===== config.mk =====
export PLATFORM = sky130hd
export DESIGN_NAME = uart_irq_ident
export DESIGN_NICKNAME = d
export VERILOG_FILES = /design/src/rtl/uart_irq_pkg.sv /design/src/rtl/uart_irq_enable.sv /design/src/rtl/uart_irq_prio.sv /design/src/rtl/uart_irq_idreg.sv /design/src/rtl/uart_irq_ident.sv
export SDC_FILE = /design/constraint.sdc
export NUM_CORES = 1
export LEC_CHECK = 0
export BUFFER_PORTS_ARGS = -buffer_cell sky130_fd_sc_hd__buf_2
export CORE_AREA = 2 2 39 41
export DETAILED_ROUTE_END_ITERATION = 16
export DIE_AREA = 0 0 41 43
export PLACE_DENSITY = 0.69
export SLEW_MARGIN = 0
export SYNTH_ARGS = -nofsm -noshare
export SYNTH_HDL_FRONTEND = slang
export SYNTH_SLANG_ARGS = --single-unit
export TNS_END_PERCENT = 5

===== constraint.sdc =====
create_clock -name clk -period 2.7 [get_ports clk]
set_clock_uncertainty 0.05 [all_clocks]
set_input_delay 0.27 -clock clk [delete_from_list [all_inputs] [get_ports clk]]
set_output_delay 0.27 -clock clk [all_outputs]
set_load 0.02 [all_outputs]

===== src/rtl/uart_irq_pkg.sv =====
// Package: shared widths, identification codes and source indices for the
// UART interrupt identification controller.
// Assumes: exactly four sources; code values are read by host software.
package uart_irq_pkg;

    localparam int NUM_SRC = 4;
    localparam int ID_W    = 3;

    typedef logic [ID_W-1:0] irq_id_t;

    // Identification codes; bit 0 low means an interrupt is pending.
    localparam irq_id_t ID_LINE  = 3'b110;
    localparam irq_id_t ID_RXD   = 3'b100;
    localparam irq_id_t ID_THRE  = 3'b010;
    localparam irq_id_t ID_MODEM = 3'b000;
    localparam irq_id_t ID_NONE  = 3'b001;

    // Position of each source in the enable / pending vectors.
    localparam int SRC_RXD   = 0;
    localparam int SRC_THRE  = 1;
    localparam int SRC_LINE  = 2;
    localparam int SRC_MODEM = 3;

    // Source index held at each priority rank, rank 0 highest.
    function automatic int rank_src(input int rank);
        case (rank)
            0:       return SRC_LINE;
            1:       return SRC_RXD;
            2:       return SRC_THRE;
            default: return SRC_MODEM;
        endcase
    endfunction

    // Identification code reported for a given source index.
    function automatic irq_id_t src_code(input int src);
        case (src)
            SRC_LINE: return ID_LINE;
            SRC_RXD:  return ID_RXD;
            SRC_THRE: return ID_THRE;
            default:  return ID_MODEM;
        endcase
    endfunction

endpackage


===== src/rtl/uart_irq_enable.sv =====
// Module: interrupt enable storage. Builds a writable register when
// FIXED_MASK is zero; otherwise drives FIXED_MASK as a constant.
// Assumes: wr is already qualified by address decode; reset is synchronous
// and active low.
module uart_irq_enable #(
    parameter int DATA_W                     = 8,
    parameter int EN_W                       = 4,
    parameter logic [EN_W-1:0] FIXED_MASK    = '0
) (
    input  logic              clk,
    input  logic              rst_n,
    input  logic              wr,
    input  logic [DATA_W-1:0] wdata,
    output logic [EN_W-1:0]   en
);

    localparam int UPPER_W = DATA_W - EN_W;

    generate
        if (FIXED_MASK == '0) begin : g_writable
            logic [EN_W-1:0] en_q;
            logic [UPPER_W-1:0] unused_upper;

            // Load the low data bits on a qualified write.
            always_ff @(posedge clk) begin
                if (!rst_n)
                    en_q <= '0;
                else if (wr)
                    en_q <= wdata[EN_W-1:0];
            end

            assign unused_upper = wdata[DATA_W-1:EN_W];
            assign en           = en_q;

            assert_write_load_R2: assert property (@(posedge clk) disable iff (!rst_n)
                wr |=> (en == $past(wdata[EN_W-1:0])));
            assert_hold_value_R2: assert property (@(posedge clk) disable iff (!rst_n)
                !wr |=> $stable(en));
        end else begin : g_fixed
            logic unused_fixed;

            assign unused_fixed = ^{clk, rst_n, wr, wdata};
            assign en           = FIXED_MASK;
        end
    endgenerate

endmodule


===== src/rtl/uart_irq_prio.sv =====
// Module: combinational priority encoder from gated pending sources to an
// identification code.
// Assumes: pending is already masked by the enables.
module uart_irq_prio
    import uart_irq_pkg::*;
#(
    parameter int N = NUM_SRC
) (
    input  logic [N-1:0] pending,
    output irq_id_t      code
);

    // Walk ranks lowest to highest so the highest pending rank wins.
    always_comb begin
        code = ID_NONE;
        for (int r = N - 1; r >= 0; r--) begin
            if (pending[rank_src(r)])
                code = src_code(rank_src(r));
        end
    end

endmodule


===== src/rtl/uart_irq_idreg.sv =====
// Module: identification code register and interrupt flop. Both freeze
// while hold is high.
// Assumes: hold is a level asserted for the duration of a host read.
module uart_irq_idreg
    import uart_irq_pkg::*;
(
    input  logic    clk,
    input  logic    rst_n,
    input  logic    hold,
    input  irq_id_t next_code,
    output irq_id_t code,
    output logic    irq
);

    irq_id_t code_q;
    logic    irq_q;

    // Capture the encoder result unless a read is in progress.
    always_ff @(posedge clk) begin
        if (!rst_n) begin
            code_q <= ID_NONE;
            irq_q  <= 1'b0;
        end else if (!hold) begin
            code_q <= next_code;
            irq_q  <= (next_code != ID_NONE);
        end
    end

    assign code = code_q;
    assign irq  = irq_q;

    assert_hold_freeze_R8: assert property (@(posedge clk) disable iff (!rst_n)
        hold |=> ($stable(code) && $stable(irq)));
    assert_irq_match_R6: assert property (@(posedge clk) disable iff (!rst_n)
        irq == !code[0]);
    assert_legal_code_R4: assert property (@(posedge clk) disable iff (!rst_n)
        (code == ID_LINE) || (code == ID_RXD) || (code == ID_THRE)
        || (code == ID_MODEM) || (code == ID_NONE));

endmodule


===== src/rtl/uart_irq_ident.sv =====
// Module: top of the UART interrupt identification controller. Gates the
// four sources with the enables, encodes by priority and registers the code.
// Assumes: synchronous active-low reset; sources are synchronous to clk.
module uart_irq_ident
    import uart_irq_pkg::*;
#(
    parameter int DATA_W                        = 8,
    parameter logic [NUM_SRC-1:0] FIXED_EN_MASK = '0
) (
    input  logic              clk,
    input  logic              rst_n,
    input  logic              en_wr,
    input  logic [DATA_W-1:0] en_wdata,
    input  logic              hold_id,
    input  logic              src_line,
    input  logic              src_rxrdy,
    input  logic              src_thre,
    input  logic              src_modem,
    output logic [DATA_W-1:0] en_rdata,
    output logic [DATA_W-1:0] id_rdata,
    output logic              id_bit2,
    output logic              irq
);

    logic [NUM_SRC-1:0] en;
    logic [NUM_SRC-1:0] raw_src;
    logic [NUM_SRC-1:0] pending;
    irq_id_t            next_code;
    irq_id_t            code;

    uart_irq_enable #(
        .DATA_W     (DATA_W),
        .EN_W       (NUM_SRC),
        .FIXED_MASK (FIXED_EN_MASK)
    ) u_enable (
        .clk   (clk),
        .rst_n (rst_n),
        .wr    (en_wr),
        .wdata (en_wdata),
        .en    (en)
    );

    // Place each source at its enable bit position.
    always_comb begin
        raw_src            = '0;
        raw_src[SRC_RXD]   = src_rxrdy;
        raw_src[SRC_THRE]  = src_thre;
        raw_src[SRC_LINE]  = src_line;
        raw_src[SRC_MODEM] = src_modem;
    end

    assign pending = raw_src & en;

    uart_irq_prio #(.N(NUM_SRC)) u_prio (
        .pending (pending),
        .code    (next_code)
    );

    uart_irq_idreg u_idreg (
        .clk       (clk),
        .rst_n     (rst_n),
        .hold      (hold_id),
        .next_code (next_code),
        .code      (code),
        .irq       (irq)
    );

    assign en_rdata = {{(DATA_W-NUM_SRC){1'b0}}, en};
    assign id_rdata = {{(DATA_W-ID_W){1'b0}}, code};
    assign id_bit2  = code[2];

    assert_idle_code_R5: assert property (@(posedge clk) disable iff (!rst_n)
        (!hold_id && pending == '0) |=> (code == ID_NONE));
    assert_line_top_R4: assert property (@(posedge clk) disable iff (!rst_n)
        (!hold_id && pending[SRC_LINE]) |=> (code == ID_LINE));
    assert_gated_off_R3: assert property (@(posedge clk) disable iff (!rst_n)
        (!hold_id && en == '0) |=> !irq);

endmodule


Word-level counts from Yosys, hierarchy flattened

Cells that the tools add are included.
W data, S select, Z words.

Register bits after elaboration: 8
Output and inout bits: 18
Logic and storage cells: 29
Input port bits: 16

Reductions and logical operators: 4
Equality and inequality tests: 9
Muxes and demuxes: 12
Bitwise logic cells: 1

Operators by type and width:

| operator              | number |
|---|---|
| $eq A32 B1 Y1 const B | 4 |
| $eq A32 B2 Y1 const B | 4 |
| $logic_not A32 Y1     | 4 |
| $mux W32              | 4 |
| $pmux W3 S3           | 4 |
| $mux W3               | 4 |
| $and A4 B4 Y4         | 1 |
| $ne A3 B1 Y1 const B  | 1 |

Depth between registers and ports, before layout

Depth in word-level cells: 9
Gate-level depth with buffers: 3
Gate-level depth less buffers: 3

Modules after synthesis

A second synthesis with hierarchy kept.

Cells, all modules: 45
Area, all modules: 441.7 µm²

Modules (own cells, without submodules):

| module          | sequential area each (µm²) | times used | cells each | area each (µm²) |
|---|---|---|---|---|
| uart_irq_enable | 80.1                       | 1          | 13         | 156.4 |
| uart_irq_idreg  | 80.1                       | 1          | 13         | 150.1 |
| uart_irq_ident  | 0.0                        | 1          | 15         | 103.8 |
| uart_irq_prio   | 0.0                        | 1          | 4          | 31.3 |

Least setup slack after synthesis

No wires, ideal clock.

Kind: reg-to-reg
Start: register u_enable.g_writable.en_q[0] (netlist: u_enable.en[0])
End: register u_idreg.code_q[1] (netlist: u_idreg.code[1])
Buffers on the path: 0
Path slack: 1733 ps
Library setup time: 120 ps
Clock period less this slack: 967 ps
Stages on the path, launching flop included: 4
Arrival time: 797 ps
Data required time: 2530 ps
Cell sequence: dfxtp_1 > nand2_1 > a32oi_1 > a21oi_1

Word-level cells in the longest chain between the ends: 3

Ends and longest elaborated chain:

| what                   | RTL line              | text |
|---|---|---|
| from (decl)            | uart_irq_enable.sv:21 | `logic [EN_W-1:0] en_q;` |
| from (signal assigned) | uart_irq_enable.sv:29 | `en_q <= wdata[EN_W-1:0];` |
| $and A4 B4 Y4          | uart_irq_ident.sv:52  | `assign pending = raw_src & en;` |
| $mux W3 (2 in a row)   | uart_irq_prio.sv:17   | `if (pending[rank_src(r)])` |
| to (signal assigned)   | uart_irq_idreg.sv:24  | `code_q <= next_code;` |
| to (decl)              | uart_irq_idreg.sv:15  | `irq_id_t code_q;` |

No other way between the ends.
A chain may end at the register's enable or synchronous reset.

Worst setup path in the final report

Start: register u_enable.g_writable.en_q[2] (netlist: u_enable.en[2])
End: output port en_rdata[2]

RTL lines:

| what      | RTL line             | text |
|---|---|---|
| to (decl) | uart_irq_ident.sv:19 | `output logic [DATA_W-1:0] en_rdata,` |

No word-level cell between the ends.

==> impl_metrics.json <==
{
  "run_status": "finished clean",
  "port-buffer-count": 20,
  "n_antenna_cell": 0,
  "arrival_ns": 0.82,
  "initial_core_util_pct": 28.1,
  "netlist_instances": 42,
  "clk_pin_slew_worst_paths_ns": 0.05,
  "coreArea_um2": 1380,
  "fp.dieH_um": 43,
  "critPathBufInv": 1,
  "gp_congestion": 0.730,
  "htree_levels": 1,
  "grt_pass1_wl_um": 1030,
  "antenna_found_initial": 0,
  "clk-insertion-delay-late_ns": 0.25,
  "finalNonFillerCells": 78,
  "post_cts_resized": 0,
  "wl_um": 737,
  "holdBufCountCts": 0,
  "synthFlopType": "dfxtp_1",
  "crit_path_start_kind": "flop",
  "synth_edf_count": 0,
  "slowest_delay_ns": 0.39,
  "fp.dieW_um": 41,
  "critical-path-top-delay-family": "flip-flops",
  "final_max_slew_viol_count": 0,
  "grt_max_degree": 9,
  "critPathSlowestCell": "dfxtp_1",
  "synthDistinctLibCells": 15,
  "drc": 0,
  "overflow": 0,
  "worstPathCellList": "buf_2",
  "cts.sinks": 8,
  "cts_tree": "done",
  "synthToLayoutAreaGrowth_pct": 23.8,
  "syn-cell-area_um2": 389,
  "grt_use_total_pct": 9.19,
  "vias_per_cell": 4.01,
  "irDropWorstVdd_v": 0.000241,
  "die_area_um2": 1760,
  "worstSetupPathType": "reg -> out",
  "leakagePower_nw": 0.255,
  "dp_hpwl_um": 604,
  "crit_fanout": 4,
  "cts.path.max_buffers": 2,
  "numCtsBuffers": 3,
  "cp.required_ns": 2.38,
  "cts_setup_buffers": 0,
  "finalSetupTns_ns": 0,
  "setup_viol": 0,
  "num_io_pins": 34,
  "grt_pass1_vias": 263,
  "worstHoldPathType": "in -> reg",
  "drtIter0Drc": 3,
  "hold_viol": 0,
  "synth_seq_cells": 8,
  "cts_root_buf": "clkbuf_4",
  "layout-drive-gt1-share_pct": 38.7,
  "period_share_pct": 42.4,
  "wl_per_cell_um": 9.45,
  "yosysSeqAreaShare_pct": 41.2,
  "power_density_nw_per_um2": 574,
  "dp.cells": 75,
  "async_reset_ff_share_pct": 0,
  "dr.pass1.iters": 2,
  "rows": 14,
  "yosys_warnings": 0,
  "max_freq_ghz": 0.874,
  "dr_total_vias": 313,
  "syn_area_per_cell_um2": 9.26,
  "cp-end-kind": "primary output",
  "finalWorstPathRequiredPeriod_ns": 1.14,
  "grt_setup_unrepaired": "no",
  "maxCapViolCount": 0,
  "final_nets": 80,
  "ant_nets": 0
}
registers in the layout, summed over array words and instances (netlist names):
| name | cells |
|---|---|
| u_idreg.irq | 1 |
| u_idreg.code | 3 |
| u_enable.en | 4 |
where the power goes:
part	leakage [nW]	switching, W	internal, W
clock network	0.0138	0.0000373	0.0000506
registers	0.0662	0.00000535	0.000126
logic	0.176	0.0000372	0.0000198
total	0.255	0.0000799	0.000196
stage by stage:
stage	setup slack, ns	hold slack [ns]	area [um2]	power (W)	utilization (%)
floorplan	1.73	0.292	419	0.000181	-
global placement	1.71	0.413	459	0.000190	33.2
detailed placement	1.69	0.415	459	0.000191	33.2
CTS	1.55	0.207	482	0.000281	34.8
global route	1.51	0.219	482	0.000295	34.8
finish	1.56	0.215	482	0.000276	34.8
worst paths after layout:
kind              startpoint              end  slack (ns)  cells past startpoint
max reg2reg   u_enable.en[2]      u_idreg.irq        1.75                      2
min                    rst_n  u_idreg.code[0]        0.21                      2
max           u_enable.en[2]      en_rdata[2]        1.56                      1
min reg2reg  u_idreg.code[0]  u_idreg.code[0]        0.43                      2
layout make-up:
cell class,instances,area (um2)
fill,153,902
sequential,8,160
multi-input combinational,30,175
clock buffer,3,22.5
inverter,1,3.75
timing repair buffer,20,100
tap,16,20.0
kinds of logic (layout without fill, tap and decap cells):
kind of cell / Yosys count / after routing / share of synthesized area [%]
compound gates: 8 / 8 / 14.5
buf+inv: 12 / 24 / 21.5
flops: 8 / 8 / 41.2
mux: 4 / 4 / 10.3
other cells: 1 / 9 / 0.964
simple gates: 9 / 9 / 11.6
cells in the mapped netlist (all sizes together) (2+ instances only):
master,instances,area share [%]
a21oi,2,2.6
buf,10,19
dfxtp,8,41
mux2i,4,10
nand2,3,2.9
nor2b,4,6.4
o21ai,3,3.9
cells in the final DEF (no fill, tap or decap):
cell      count
a21oi_1       2
a221oi_2      1
a22oi_1       1
a32oi_1       1
buf_2        20
clkbuf_4      3
conb_1        9
dfxtp_1       8
inv_1         1
mux2i_1       4
nand2_1       3
nand3_1       1
nor2_1        1
nor2b_1       4
o21ai_0       3
metal layers:
layer	GRT usage [%]	vias up	routed length (um)
met4	4.00	0	0
met3	7.85	0	82
met1	10.2	134	330
met5	0	-	0
li1	-	163	-
met2	12.2	16	323
Power figures use the tool's default switching activity.
